File: src/rtl/qdec_pkg.sv
package qdec_pkg;

  localparam int NUM_FLAGS = 7;

  localparam logic [3:0] SEL_CFG      = 4'd0;
  localparam logic [3:0] SEL_STATUS   = 4'd1;
  localparam logic [3:0] SEL_IRQEN    = 4'd2;
  localparam logic [3:0] SEL_WDLIM    = 4'd3;
  localparam logic [3:0] SEL_INIT_HI  = 4'd4;
  localparam logic [3:0] SEL_INIT_LO  = 4'd5;
  localparam logic [3:0] SEL_MOD_HI   = 4'd6;
  localparam logic [3:0] SEL_MOD_LO   = 4'd7;
  localparam logic [3:0] SEL_CMP_HI   = 4'd8;
  localparam logic [3:0] SEL_CMP_LO   = 4'd9;
  localparam logic [3:0] SEL_POS_HI   = 4'd10;
  localparam logic [3:0] SEL_POS_LO   = 4'd11;
  localparam logic [3:0] SEL_HOLD_LO  = 4'd12;
  localparam logic [3:0] SEL_REV      = 4'd13;
  localparam logic [3:0] SEL_HOLD_REV = 4'd14;

  typedef struct packed {
    logic wdEn;
    logic matchOnRead;
    logic revByWrap;
    logic modEn;
    logic homeFall;
    logic homeEn;
    logic idxFall;
    logic idxEn;
    logic reverse;
    logic singlePhase;
  } cfg_t;

  typedef struct packed {
    logic loadInit;
    logic posRead;
    logic capture;
  } strobe_t;

  // field order puts rollUn at bit 6 and home at bit 0 when cast to a vector
  typedef struct packed {
    logic rollUn;
    logic rollOv;
    logic illegal;
    logic cmp;
    logic wdog;
    logic index;
    logic home;
  } events_t;

endpackage

File: src/rtl/qdec_datapath.sv
module qdec_datapath
  import qdec_pkg::*;
#(
  parameter int REG_W = 16,
  parameter int POS_W = 32
) (
  input  logic             clk,
  input  logic             rstN,
  input  cfg_t             cfg,
  input  strobe_t          strb,
  input  logic [POS_W-1:0] initVal,
  input  logic [POS_W-1:0] modVal,
  input  logic [POS_W-1:0] cmpVal,
  input  logic [REG_W-1:0] wdLimit,
  input  logic             phaseA,
  input  logic             phaseB,
  input  logic             indexIn,
  input  logic             homeIn,
  output events_t          ev,
  output logic             lastDir,
  output logic [POS_W-1:0] pos,
  output logic [REG_W-1:0] rev,
  output logic [REG_W-1:0] holdLo,
  output logic [REG_W-1:0] holdRev,
  output logic             matchOut
);

  logic prevA, prevB, prevIdx, prevHome;
  logic aChg, bChg, stepEn, rawUp, stepUp, illegal;
  logic idxEv, homeEv, loadAny, wrapUp, wrapDn;
  logic [REG_W-1:0] wdCnt;
  logic wdFire;

  assign aChg = phaseA ^ prevA;
  assign bChg = phaseB ^ prevB;

  always_comb begin
    if (cfg.singlePhase) begin
      stepEn  = phaseA & ~prevA;
      rawUp   = ~phaseB;
      illegal = 1'b0;
    end else begin
      stepEn  = aChg ^ bChg;
      rawUp   = phaseA ^ prevB;
      illegal = aChg & bChg;
    end
    stepUp = rawUp ^ cfg.reverse;
  end

  assign idxEv   = cfg.idxFall  ? (prevIdx & ~indexIn)  : (~prevIdx & indexIn);
  assign homeEv  = cfg.homeFall ? (prevHome & ~homeIn)  : (~prevHome & homeIn);
  assign loadAny = strb.loadInit | (cfg.idxEn & idxEv) | (cfg.homeEn & homeEv);
  assign wrapUp  = ~loadAny & stepEn & stepUp  & cfg.modEn & (pos == modVal);
  assign wrapDn  = ~loadAny & stepEn & ~stepUp & cfg.modEn & (pos == initVal);
  assign wdFire  = cfg.wdEn & ~(aChg | bChg) & (wdLimit != '0)
                 & (wdCnt == REG_W'(wdLimit - 1'b1));

  always_comb begin
    ev         = '0;
    ev.home    = cfg.homeEn & homeEv;
    ev.index   = cfg.idxEn & idxEv;
    ev.wdog    = wdFire;
    ev.cmp     = (pos == cmpVal);
    ev.illegal = illegal;
    ev.rollOv  = wrapUp;
    ev.rollUn  = wrapDn;
  end

  always_ff @(posedge clk or negedge rstN) begin
    if (!rstN) begin
      prevA    <= 1'b0;
      prevB    <= 1'b0;
      prevIdx  <= 1'b0;
      prevHome <= 1'b0;
      pos      <= '0;
      lastDir  <= 1'b0;
    end else begin
      prevA    <= phaseA;
      prevB    <= phaseB;
      prevIdx  <= indexIn;
      prevHome <= homeIn;
      if (stepEn) lastDir <= stepUp;
      if (loadAny)     pos <= initVal;
      else if (wrapUp) pos <= initVal;
      else if (wrapDn) pos <= modVal;
      else if (stepEn) pos <= stepUp ? pos + 1'b1 : pos - 1'b1;
    end
  end

  always_ff @(posedge clk or negedge rstN) begin
    if (!rstN) begin
      rev <= '0;
    end else if (cfg.revByWrap) begin
      if (wrapUp)      rev <= rev + 1'b1;
      else if (wrapDn) rev <= rev - 1'b1;
    end else if (idxEv) begin
      rev <= lastDir ? rev + 1'b1 : rev - 1'b1;
    end
  end

  always_ff @(posedge clk or negedge rstN) begin
    if (!rstN) begin
      holdLo   <= '0;
      holdRev  <= '0;
      matchOut <= 1'b0;
    end else begin
      if (strb.capture) begin
        holdLo  <= pos[REG_W-1:0];
        holdRev <= rev;
      end
      matchOut <= cfg.matchOnRead ? strb.posRead : (pos == cmpVal);
    end
  end

  always_ff @(posedge clk or negedge rstN) begin
    if (!rstN)                      wdCnt <= '0;
    else if (!cfg.wdEn || aChg || bChg) wdCnt <= '0;
    else if (wdCnt != wdLimit)      wdCnt <= wdCnt + 1'b1;
  end

  // an illegal sample must not move the count
  p_illegal_hold_r2: assert property (@(posedge clk) disable iff (!rstN)
    (illegal && !loadAny) |=> (pos == $past(pos)));

  // wraps land on the opposite bound
  p_wrap_up_r6: assert property (@(posedge clk) disable iff (!rstN)
    ev.rollOv |=> (pos == $past(initVal)));
  p_wrap_dn_r6: assert property (@(posedge clk) disable iff (!rstN)
    ev.rollUn |=> (pos == $past(modVal)));

  // snapshot takes the lower half present at the read
  p_capture_r11: assert property (@(posedge clk) disable iff (!rstN)
    strb.capture |=> (holdLo == $past(pos[REG_W-1:0])));

endmodule

File: src/rtl/qdec_ctrl.sv
module qdec_ctrl
  import qdec_pkg::*;
#(
  parameter int REG_W = 16,
  parameter int POS_W = 32
) (
  input  logic             clk,
  input  logic             rstN,
  input  logic [3:0]       regSel,
  input  logic             wrEn,
  input  logic             rdEn,
  input  logic [REG_W-1:0] wrData,
  output logic [REG_W-1:0] rdData,
  output cfg_t             cfg,
  output strobe_t          strb,
  output logic [POS_W-1:0] initVal,
  output logic [POS_W-1:0] modVal,
  output logic [POS_W-1:0] cmpVal,
  output logic [REG_W-1:0] wdLimit,
  input  events_t          ev,
  input  logic             lastDir,
  input  logic [POS_W-1:0] pos,
  input  logic [REG_W-1:0] rev,
  input  logic [REG_W-1:0] holdLo,
  input  logic [REG_W-1:0] holdRev,
  output logic             irq
);

  logic [NUM_FLAGS-1:0] flags, irqEn, evVec, clrVec;
  logic loadCmd;

  assign evVec  = NUM_FLAGS'(ev);
  assign clrVec = (wrEn && regSel == SEL_STATUS) ? wrData[NUM_FLAGS-1:0] : '0;

  always_comb begin
    strb          = '0;
    strb.loadInit = loadCmd;
    strb.posRead  = rdEn && (regSel == SEL_POS_HI || regSel == SEL_POS_LO
                             || regSel == SEL_HOLD_LO);
    strb.capture  = rdEn && (regSel == SEL_POS_HI);
  end

  always_ff @(posedge clk or negedge rstN) begin
    if (!rstN) begin
      cfg     <= '0;
      loadCmd <= 1'b0;
      irqEn   <= '0;
      wdLimit <= '0;
      initVal <= '0;
      modVal  <= '0;
      cmpVal  <= '1;
    end else begin
      loadCmd <= wrEn && (regSel == SEL_CFG) && wrData[10];
      if (wrEn) begin
        case (regSel)
          SEL_CFG:     cfg <= cfg_t'(wrData[9:0]);
          SEL_IRQEN:   irqEn <= wrData[NUM_FLAGS-1:0];
          SEL_WDLIM:   wdLimit <= wrData;
          SEL_INIT_HI: initVal[POS_W-1:REG_W] <= wrData;
          SEL_INIT_LO: initVal[REG_W-1:0] <= wrData;
          SEL_MOD_HI:  modVal[POS_W-1:REG_W] <= wrData;
          SEL_MOD_LO:  modVal[REG_W-1:0] <= wrData;
          SEL_CMP_HI:  cmpVal[POS_W-1:REG_W] <= wrData;
          SEL_CMP_LO:  cmpVal[REG_W-1:0] <= wrData;
          default: ;
        endcase
      end
    end
  end

  always_ff @(posedge clk or negedge rstN) begin
    if (!rstN) begin
      flags <= '0;
      irq   <= 1'b0;
    end else begin
      flags <= (flags & ~clrVec) | evVec;
      irq   <= |(flags & irqEn);
    end
  end

  always_comb begin
    case (regSel)
      SEL_CFG:      rdData = REG_W'(cfg);
      SEL_STATUS:   rdData = REG_W'({lastDir, flags});
      SEL_IRQEN:    rdData = REG_W'(irqEn);
      SEL_WDLIM:    rdData = wdLimit;
      SEL_INIT_HI:  rdData = initVal[POS_W-1:REG_W];
      SEL_INIT_LO:  rdData = initVal[REG_W-1:0];
      SEL_MOD_HI:   rdData = modVal[POS_W-1:REG_W];
      SEL_MOD_LO:   rdData = modVal[REG_W-1:0];
      SEL_CMP_HI:   rdData = cmpVal[POS_W-1:REG_W];
      SEL_CMP_LO:   rdData = cmpVal[REG_W-1:0];
      SEL_POS_HI:   rdData = pos[POS_W-1:REG_W];
      SEL_POS_LO:   rdData = pos[REG_W-1:0];
      SEL_HOLD_LO:  rdData = holdLo;
      SEL_REV:      rdData = rev;
      SEL_HOLD_REV: rdData = holdRev;
      default:      rdData = '0;
    endcase
  end

  // an event wins over a clear in the same cycle
  p_set_wins_r13: assert property (@(posedge clk) disable iff (!rstN)
    (evVec != '0) |=> ((flags & $past(evVec)) == $past(evVec)));

  // an enabled pending flag raises the interrupt next cycle
  p_irq_follows_r14: assert property (@(posedge clk) disable iff (!rstN)
    ((flags & irqEn) != '0) |=> irq);

  // the software load command lasts a single cycle
  p_load_pulse_r5: assert property (@(posedge clk) disable iff (!rstN)
    loadCmd |=> !loadCmd);

endmodule

File: src/rtl/qdec_counter.sv
module qdec_counter
  import qdec_pkg::*;
#(
  parameter int REG_W = 16
) (
  input  logic             clk,
  input  logic             rstN,
  input  logic [3:0]       regSel,
  input  logic             wrEn,
  input  logic             rdEn,
  input  logic [REG_W-1:0] wrData,
  output logic [REG_W-1:0] rdData,
  input  logic             phaseA,
  input  logic             phaseB,
  input  logic             indexIn,
  input  logic             homeIn,
  output logic             irq,
  output logic             matchOut
);

  localparam int POS_W = 2 * REG_W;

  cfg_t             cfg;
  strobe_t          strb;
  events_t          ev;
  logic [POS_W-1:0] initVal, modVal, cmpVal, pos;
  logic [REG_W-1:0] wdLimit, rev, holdLo, holdRev;
  logic             lastDir;

  qdec_ctrl #(.REG_W(REG_W), .POS_W(POS_W)) uCtrl (
    .clk(clk), .rstN(rstN), .regSel(regSel), .wrEn(wrEn), .rdEn(rdEn),
    .wrData(wrData), .rdData(rdData), .cfg(cfg), .strb(strb),
    .initVal(initVal), .modVal(modVal), .cmpVal(cmpVal), .wdLimit(wdLimit),
    .ev(ev), .lastDir(lastDir), .pos(pos), .rev(rev), .holdLo(holdLo),
    .holdRev(holdRev), .irq(irq)
  );

  qdec_datapath #(.REG_W(REG_W), .POS_W(POS_W)) uDp (
    .clk(clk), .rstN(rstN), .cfg(cfg), .strb(strb), .initVal(initVal),
    .modVal(modVal), .cmpVal(cmpVal), .wdLimit(wdLimit), .phaseA(phaseA),
    .phaseB(phaseB), .indexIn(indexIn), .homeIn(homeIn), .ev(ev),
    .lastDir(lastDir), .pos(pos), .rev(rev), .holdLo(holdLo),
    .holdRev(holdRev), .matchOut(matchOut)
  );

endmodule

File: config.mk
export PLATFORM = sky130hd
export DESIGN_NAME = qdec_counter
export DESIGN_NICKNAME = d
export VERILOG_FILES = /design/src/rtl/qdec_pkg.sv /design/src/rtl/qdec_datapath.sv /design/src/rtl/qdec_ctrl.sv /design/src/rtl/qdec_counter.sv
export SDC_FILE = /design/constraint.sdc
export NUM_CORES = 1
export LEC_CHECK = 0
export BUFFER_PORTS_ARGS = -buffer_cell sky130_fd_sc_hd__buf_2
export CORE_UTILIZATION = 65
export DETAILED_ROUTE_END_ITERATION = 10
export GPL_TIMING_DRIVEN = 0
export PLACE_DENSITY = 0.95
export SLEW_MARGIN = 20
export SYNTH_ARGS = -nofsm -noshare
export SYNTH_HDL_FRONTEND = slang
export SYNTH_SLANG_ARGS = --single-unit
File: constraint.sdc
create_clock -name clk -period 5.8 [get_ports clk]
set_input_delay 1.16 -clock clk [delete_from_list [all_inputs] [get_ports clk]]
set_output_delay 1.16 -clock clk [all_outputs]
set_load 0.1 [all_outputs]
==> results of run 1 <==
==> sequential cells by signal, indices dropped and copies added (netlist names) <==
name	cells
uDp.holdRev	16
uCtrl.flags	7
uCtrl.wdLimit	16
uCtrl.cmpVal	32
uCtrl.modVal	32
uCtrl.irq	1
uDp.lastDir	1
uCtrl.irqEn	7
uDp.prevB	1
uDp.holdLo	16
uDp.pos	32
uDp.rev	16
uCtrl.loadCmd	1
uDp.prevHome	1
uCtrl.cfg	10
uDp.wdCnt	16
uDp.prevIdx	1
uCtrl.initVal	32
uDp.matchOut	1
uDp.prevA	1
==> worst min-delay path, stage by stage (launching register included) <==
cell and delay, ps:
dfrtp_1 360, nand2_1 50, o21ai_0 60
==> power breakdown <==
group / switching [W] / internal, W
clock network: 0.000718 / 0.000963
logic: 0.00235 / 0.00126
registers: 0.000614 / 0.00218
==> cells by family (layout without fill, tap and decap cells) <==
| group | after synthesis | in the layout | synth area share |
|---|---|---|---|
| multiplexers | 180 | 180 | 0.134 |
| flip-flops | 240 | 240 | 0.404 |
| AO/OA/AOI/OAI | 268 | 268 | 0.135 |
| adder cells (fa/ha/maj) | 9 | 9 | 0.00753 |
| XOR/XNOR | 191 | 191 | 0.112 |
| AND/OR/NAND/NOR | 494 | 494 | 0.167 |
| other | 0 | 1 | 0 |
| buffers and inverters | 137 | 222 | 0.0402 |
==> layout make-up <==
cell class | instances | area, um2 | area share
inverter | 16 | 60.1 | 0.00366
tap | 285 | 357 | 0.0217
clock inverter | 7 | 103 | 0.00625
clock buffer | 41 | 737 | 0.0449
sequential | 240 | 6050 | 0.368
timing repair buffer | 37 | 243 | 0.0148
multi-input combinational | 1142 | 8340 | 0.508
buffer | 121 | 542 | 0.0330
antenna | 1 | 2.50 | 0.000152
==> synthesized netlist by cell type (all sizes together) (30+ instances only) <==
| cell type | number |
|---|---|
| a221oi | 32 |
| a22oi | 42 |
| buf | 35 |
| clkbuf | 86 |
| dfrtp | 208 |
| dfstp | 32 |
| mux2 | 162 |
| nand2 | 149 |
| nand3 | 43 |
| nand4 | 42 |
| nor2 | 86 |
| nor3 | 56 |
| nor4 | 30 |
| o21ai | 46 |
| xnor2 | 103 |
| xor2 | 88 |
==> path summary, 6_finish.rpt <==
| check | from | to | slack [ps] | depth (start not counted) |
|---|---|---|---|---|
| max reg2reg | uDp.prevB | uDp.pos[24] | 1020 | 15 |
| min in group asynchronous | rstN | uDp.rev[0] | 550 | 1 |
| max in group asynchronous | rstN | uCtrl.modVal[12] | 4360 | 2 |
| min reg2reg | uDp.holdLo[10] | uDp.holdLo[10] | 500 | 2 |
| min | uDp.holdLo[10] | uDp.holdLo[10] | 500 | 2 |
| max | regSel[0] | rdData[8] | 320 | 9 |
==> stage by stage <==
stage	TNS [ps]	area [um2]	worst slack (ps)	total power, W	hold WS [ps]
global route	0	16400	287	0.00830	511
floorplan	0	15000	1280	0.00501	450
CTS	0	16400	612	0.00787	491
global placement	-98470	15500	-497	0.00613	464
detailed placement	0	15600	357	0.00621	477
finish	0	16400	317	0.00808	504
==> routing by layer <==
layer | track usage | share of wire | vias to the layer above
met4 | 0.278 | 0.072 | 0
met2 | 0.737 | 0.43 | 1181
li1 | - | - | 5703
met1 | 0.644 | 0.37 | 6691
met3 | 0.122 | 0.13 | 319
met5 | 0 | 0 | -
==> flow_metrics.env, run 1 <==
export IMPL_status="finished clean"
export IMPL_cellPowerDensity_nw_per_um2=492
export IMPL_grt_max_degree=83
export IMPL_crit_path_end_kind="primary output"
export IMPL_cts_resized=0
export IMPL_fin_worst_skew_ps=50.9
export IMPL_path_buf_inv=3
export IMPL_fin_nets=1621
export IMPL_ys_seq_area_frac=0.404
export IMPL_cts_tree="built"
export IMPL_cts_hold_buf=0
export IMPL_dp_cells=1841
export IMPL_cp_arrival_ps=4320
export IMPL_synth_seq_cells=240
export IMPL_cts_root_buf="clkbuf_16"
export IMPL_slew_headroom=0.292
export IMPL_hold_path_class="flop to flop"
export IMPL_clock_sinks=240
export IMPL_synth_flop_cell="dfrtp_1"
export IMPL_drc=0
export IMPL_final_common_cell="dfrtp_1"
export IMPL_worstPathMaxFanout=10
export IMPL_max_stage_delay_ps=800
export IMPL_drive_gt1_frac=0.198
export IMPL_clkLatencyLatePin_ps=580
export IMPL_worstPathCellList="clkbuf_1 -> nand2_1 -> nor2_1 -> clkbuf_1 -> a22oi_1 -> nand2_1 -> a221oi_1 -> nand3_1 -> buf_2"
export IMPL_critical_path_class="primary input to primary output"
export IMPL_synth_edff_count=0
export IMPL_nFillCells=1650
export IMPL_initial_utilization=0.663
export IMPL_core_um2=22600
export IMPL_p_leak_nw=6.75
export IMPL_io_buffers=34
export IMPL_synth_top_cell_area_share=0.348
export IMPL_post_drt_wl_per_cell_um=30.1
export IMPL_finalWorstPathRequiredPeriod_ps=5480
export IMPL_cts_buffers=26
export IMPL_synth_area_per_cell_um2=9.85
export IMPL_via_count=13900
export IMPL_worst_slew_pin_slew_ps=1050
export IMPL_ys_types=83
export IMPL_synthArstFlopShare=1.00
export IMPL_firstDrtPassIters=7
export IMPL_fmax_mhz=182
export IMPL_stdcell_count=1890
export IMPL_critPathRequiredTime_ps=4640
export IMPL_grt_pass1_wl_um=84800
export IMPL_ant_nets=0
export IMPL_cts_path_max_buffers=3
export IMPL_area_delta_synth_final_pct=9.80
export IMPL_crit_path_start_kind="primary input"
export IMPL_clk_pin_slew_ps=70
export IMPL_layout_common_cells="dfrtp_1 (208), mux2_2 (159), nand2_1 (149)"
export IMPL_cts_setup_buffers=0
export IMPL_grt_overflow_total=0
export IMPL_grt_pass1_vias=13500
export IMPL_track_usage=0.488
export IMPL_min_period_over_period=0.945
export IMPL_fin_util=0.728
export IMPL_die_area_um2=23600
export IMPL_critPathSlowestCell="clkbuf_1"
export IMPL_gp_congestion=1.05
export IMPL_rows=55
export IMPL_hold_violations=0
export IMPL_wl_um=56800
export IMPL_chipHeight_um=154
export IMPL_synth_fp_nets=1556
export IMPL_setup_viol=0
export IMPL_rsz0062_at_grt="false"
export IMPL_yosysTopAreaCell="dfrtp_1"
export IMPL_num_io_pins=46
export IMPL_hpwl_um=42800
export IMPL_viasPerCell=7.35
export IMPL_yosys_top_cells_area="dfrtp_1 (35%), mux2_2 (12%), xnor2_1 (6.0%)"
export IMPL_cap_violations=0
export IMPL_antenna_found_initial=2
export IMPL_drv_slew=0
export IMPL_synth_cells=1519
export IMPL_syn_cell_area_um2=15000
export IMPL_die_width_um=154
export IMPL_peakVddDrop_mv=0.399
export IMPL_path_delay_family="buffers and inverters"
export IMPL_drtIter0Drc=1969
export IMPL_h_tree_depth=1
export IMPL_yosysWarningCount=0
Power figures use the tool's default switching activity.
==> run 2: changes to the inputs <==
--- a/config.mk
+++ b/config.mk
@@ -9,7 +9,7 @@
 export CORE_UTILIZATION = 65
 export DETAILED_ROUTE_END_ITERATION = 10
 export GPL_TIMING_DRIVEN = 0
-export PLACE_DENSITY = 0.95
+export PLACE_DENSITY_LB_ADDON = 0.12
 export SLEW_MARGIN = 20
 export SYNTH_ARGS = -nofsm -noshare
 export SYNTH_HDL_FRONTEND = slang
==> flow_metrics.env, run 2 (synthesized netlist as in run 1, its figures left out) <==
export IMPL_status="finished clean"
export IMPL_hpwl_um=41400
export IMPL_die_area_um2=23600
export IMPL_peakVddDrop_mv=0.387
export IMPL_clkLatencyLatePin_ps=570
export IMPL_rows=55
export IMPL_hold_depth=2
export IMPL_critPathRequiredTime_ps=4640
export IMPL_nFillCells=1674
export IMPL_layout_common_cells="dfrtp_1 (208), mux2_2 (159), nand2_1 (149)"
export IMPL_slew_headroom=0.235
export IMPL_initial_utilization=0.663
export IMPL_stdcell_count=1889
export IMPL_viasPerCell=7.21
export IMPL_drv_slew=0
export IMPL_cts_tree="built"
export IMPL_place_area_um2=15600
export IMPL_drc=0
export IMPL_fmax_mhz=188
export IMPL_path_common_cell="clkbuf_1"
export IMPL_grt_pass1_vias=13100
export IMPL_crit_path_start_kind="primary input"
export IMPL_critical_path_class="primary input to primary output"
export IMPL_via_count=13600
export IMPL_setup_viol=0
export IMPL_clock_sinks=240
export IMPL_worstPathCellList="clkbuf_1 -> nand2b_1 -> clkbuf_1 -> nor2_1 -> clkbuf_1 -> a221oi_1 -> nand3_1 -> buf_2"
export IMPL_die_width_um=154
export IMPL_hold_violations=0
export IMPL_gp_congestion=1.05
export IMPL_finalInstanceArea_um2=16500
export IMPL_crit_path_end_kind="primary output"
export IMPL_wl_um=55600
export IMPL_fin_setup_tns_ps=0
export IMPL_antenna_found_initial=0
export IMPL_cts_root_buf="clkbuf_16"
export IMPL_drive_gt1_frac=0.201
export IMPL_cts_hold_buf=0
export IMPL_rr_worst_depth=15
export IMPL_h_tree_depth=1
export IMPL_cts_resized=0
export IMPL_grt_max_degree=88
export IMPL_core_um2=22600
export IMPL_ant_nets=0
export IMPL_hold_ws_ps=503
export IMPL_setup_slack_ps=492
export IMPL_grt_overflow_total=0
export IMPL_min_period_over_period=0.915
export IMPL_post_drt_wl_per_cell_um=29.4
export IMPL_worstPathMaxFanout=10
export IMPL_cap_violations=0
export IMPL_cts_buffers=26
export IMPL_io_buffers=34
export IMPL_cp_arrival_ps=4150
export IMPL_worst_slew_pin_slew_ps=1140
export IMPL_track_usage=0.476
export IMPL_finalWorstPathRequiredPeriod_ps=5310
export IMPL_critPathSlowestCell="clkbuf_1"
export IMPL_fin_worst_skew_ps=21.9
export IMPL_chipHeight_um=154
export IMPL_diodes=0
export IMPL_hold_path_class="flop to flop"
export IMPL_post_place_ws_ps=417
export IMPL_drtIter0Drc=1964
export IMPL_final_common_cell="dfrtp_1"
export IMPL_rsz0062_at_grt="false"
export IMPL_dp_cells=1840
export IMPL_p_leak_nw=6.77
export IMPL_fin_nets=1621
export IMPL_area_delta_synth_final_pct=10.1
export IMPL_max_stage_delay_ps=740
export IMPL_firstDrtPassIters=7
export IMPL_grt_pass1_wl_um=82700
export IMPL_cts_setup_buffers=0
export IMPL_cellPowerDensity_nw_per_um2=491
export IMPL_cts_path_max_buffers=3
export IMPL_clk_pin_slew_ps=60
export IMPL_num_io_pins=46
run 2: final timing paths:
check / start / endpoint / slack, ps
max: regSel[2] / rdData[10] / 490
min: uCtrl.flags[5] / uCtrl.flags[5] / 500
max reg2reg: uDp.prevB / uDp.pos[24] / 1130
min reg2reg: uCtrl.flags[5] / uCtrl.flags[5] / 500
max in group asynchronous: rstN / uDp.wdCnt[11] / 4370
min in group asynchronous: rstN / uDp.pos[24] / 560
run 2: cell type report:
cell class              count  area [um2]  share of cell area
inverters                  16        60.1             0.00365
clock buffers              39         759              0.0461
clock inverters             9         128             0.00775
repair buffers             37         240              0.0146
flip-flops and latches    240        6050               0.367
multi-input cells        1142        8340               0.506
well taps                 285         357              0.0217
plain buffers             121         542              0.0329
run 2: metal layers:
metal,up-vias,wire (um),GRT usage
met3,266,7500,0.110
met2,1070,23600,0.703
met5,-,34,0
met1,6558,20600,0.646
met4,2,3810,0.272
li1,5719,-,-
run 2: through the flow:
step	util	total power, W
floorplan	-	0.00501
global placement	0.686	0.00612
detailed placement	0.690	0.00617
CTS	0.729	0.00790
global route	0.730	0.00832
finish	0.730	0.00808
run 2: where the power goes:
part | total (W) | switching (W) | internal [W] | leakage, nW
Combinational | 0.00356 | 0.00230 | 0.00126 | 3.40
Sequential | 0.00279 | 0.000611 | 0.00218 | 2.94
Clock | 0.00173 | 0.000732 | 0.00100 | 0.436
Total | 0.00808 | 0.00365 | 0.00444 | 6.77
run 2: critical path: cells and delay by family:
kind                   cells  cell delay, ps
and+or+nand+nor            3             970
AOI/OAI and AO/OA          1             320
buffers and inverters      4            1690
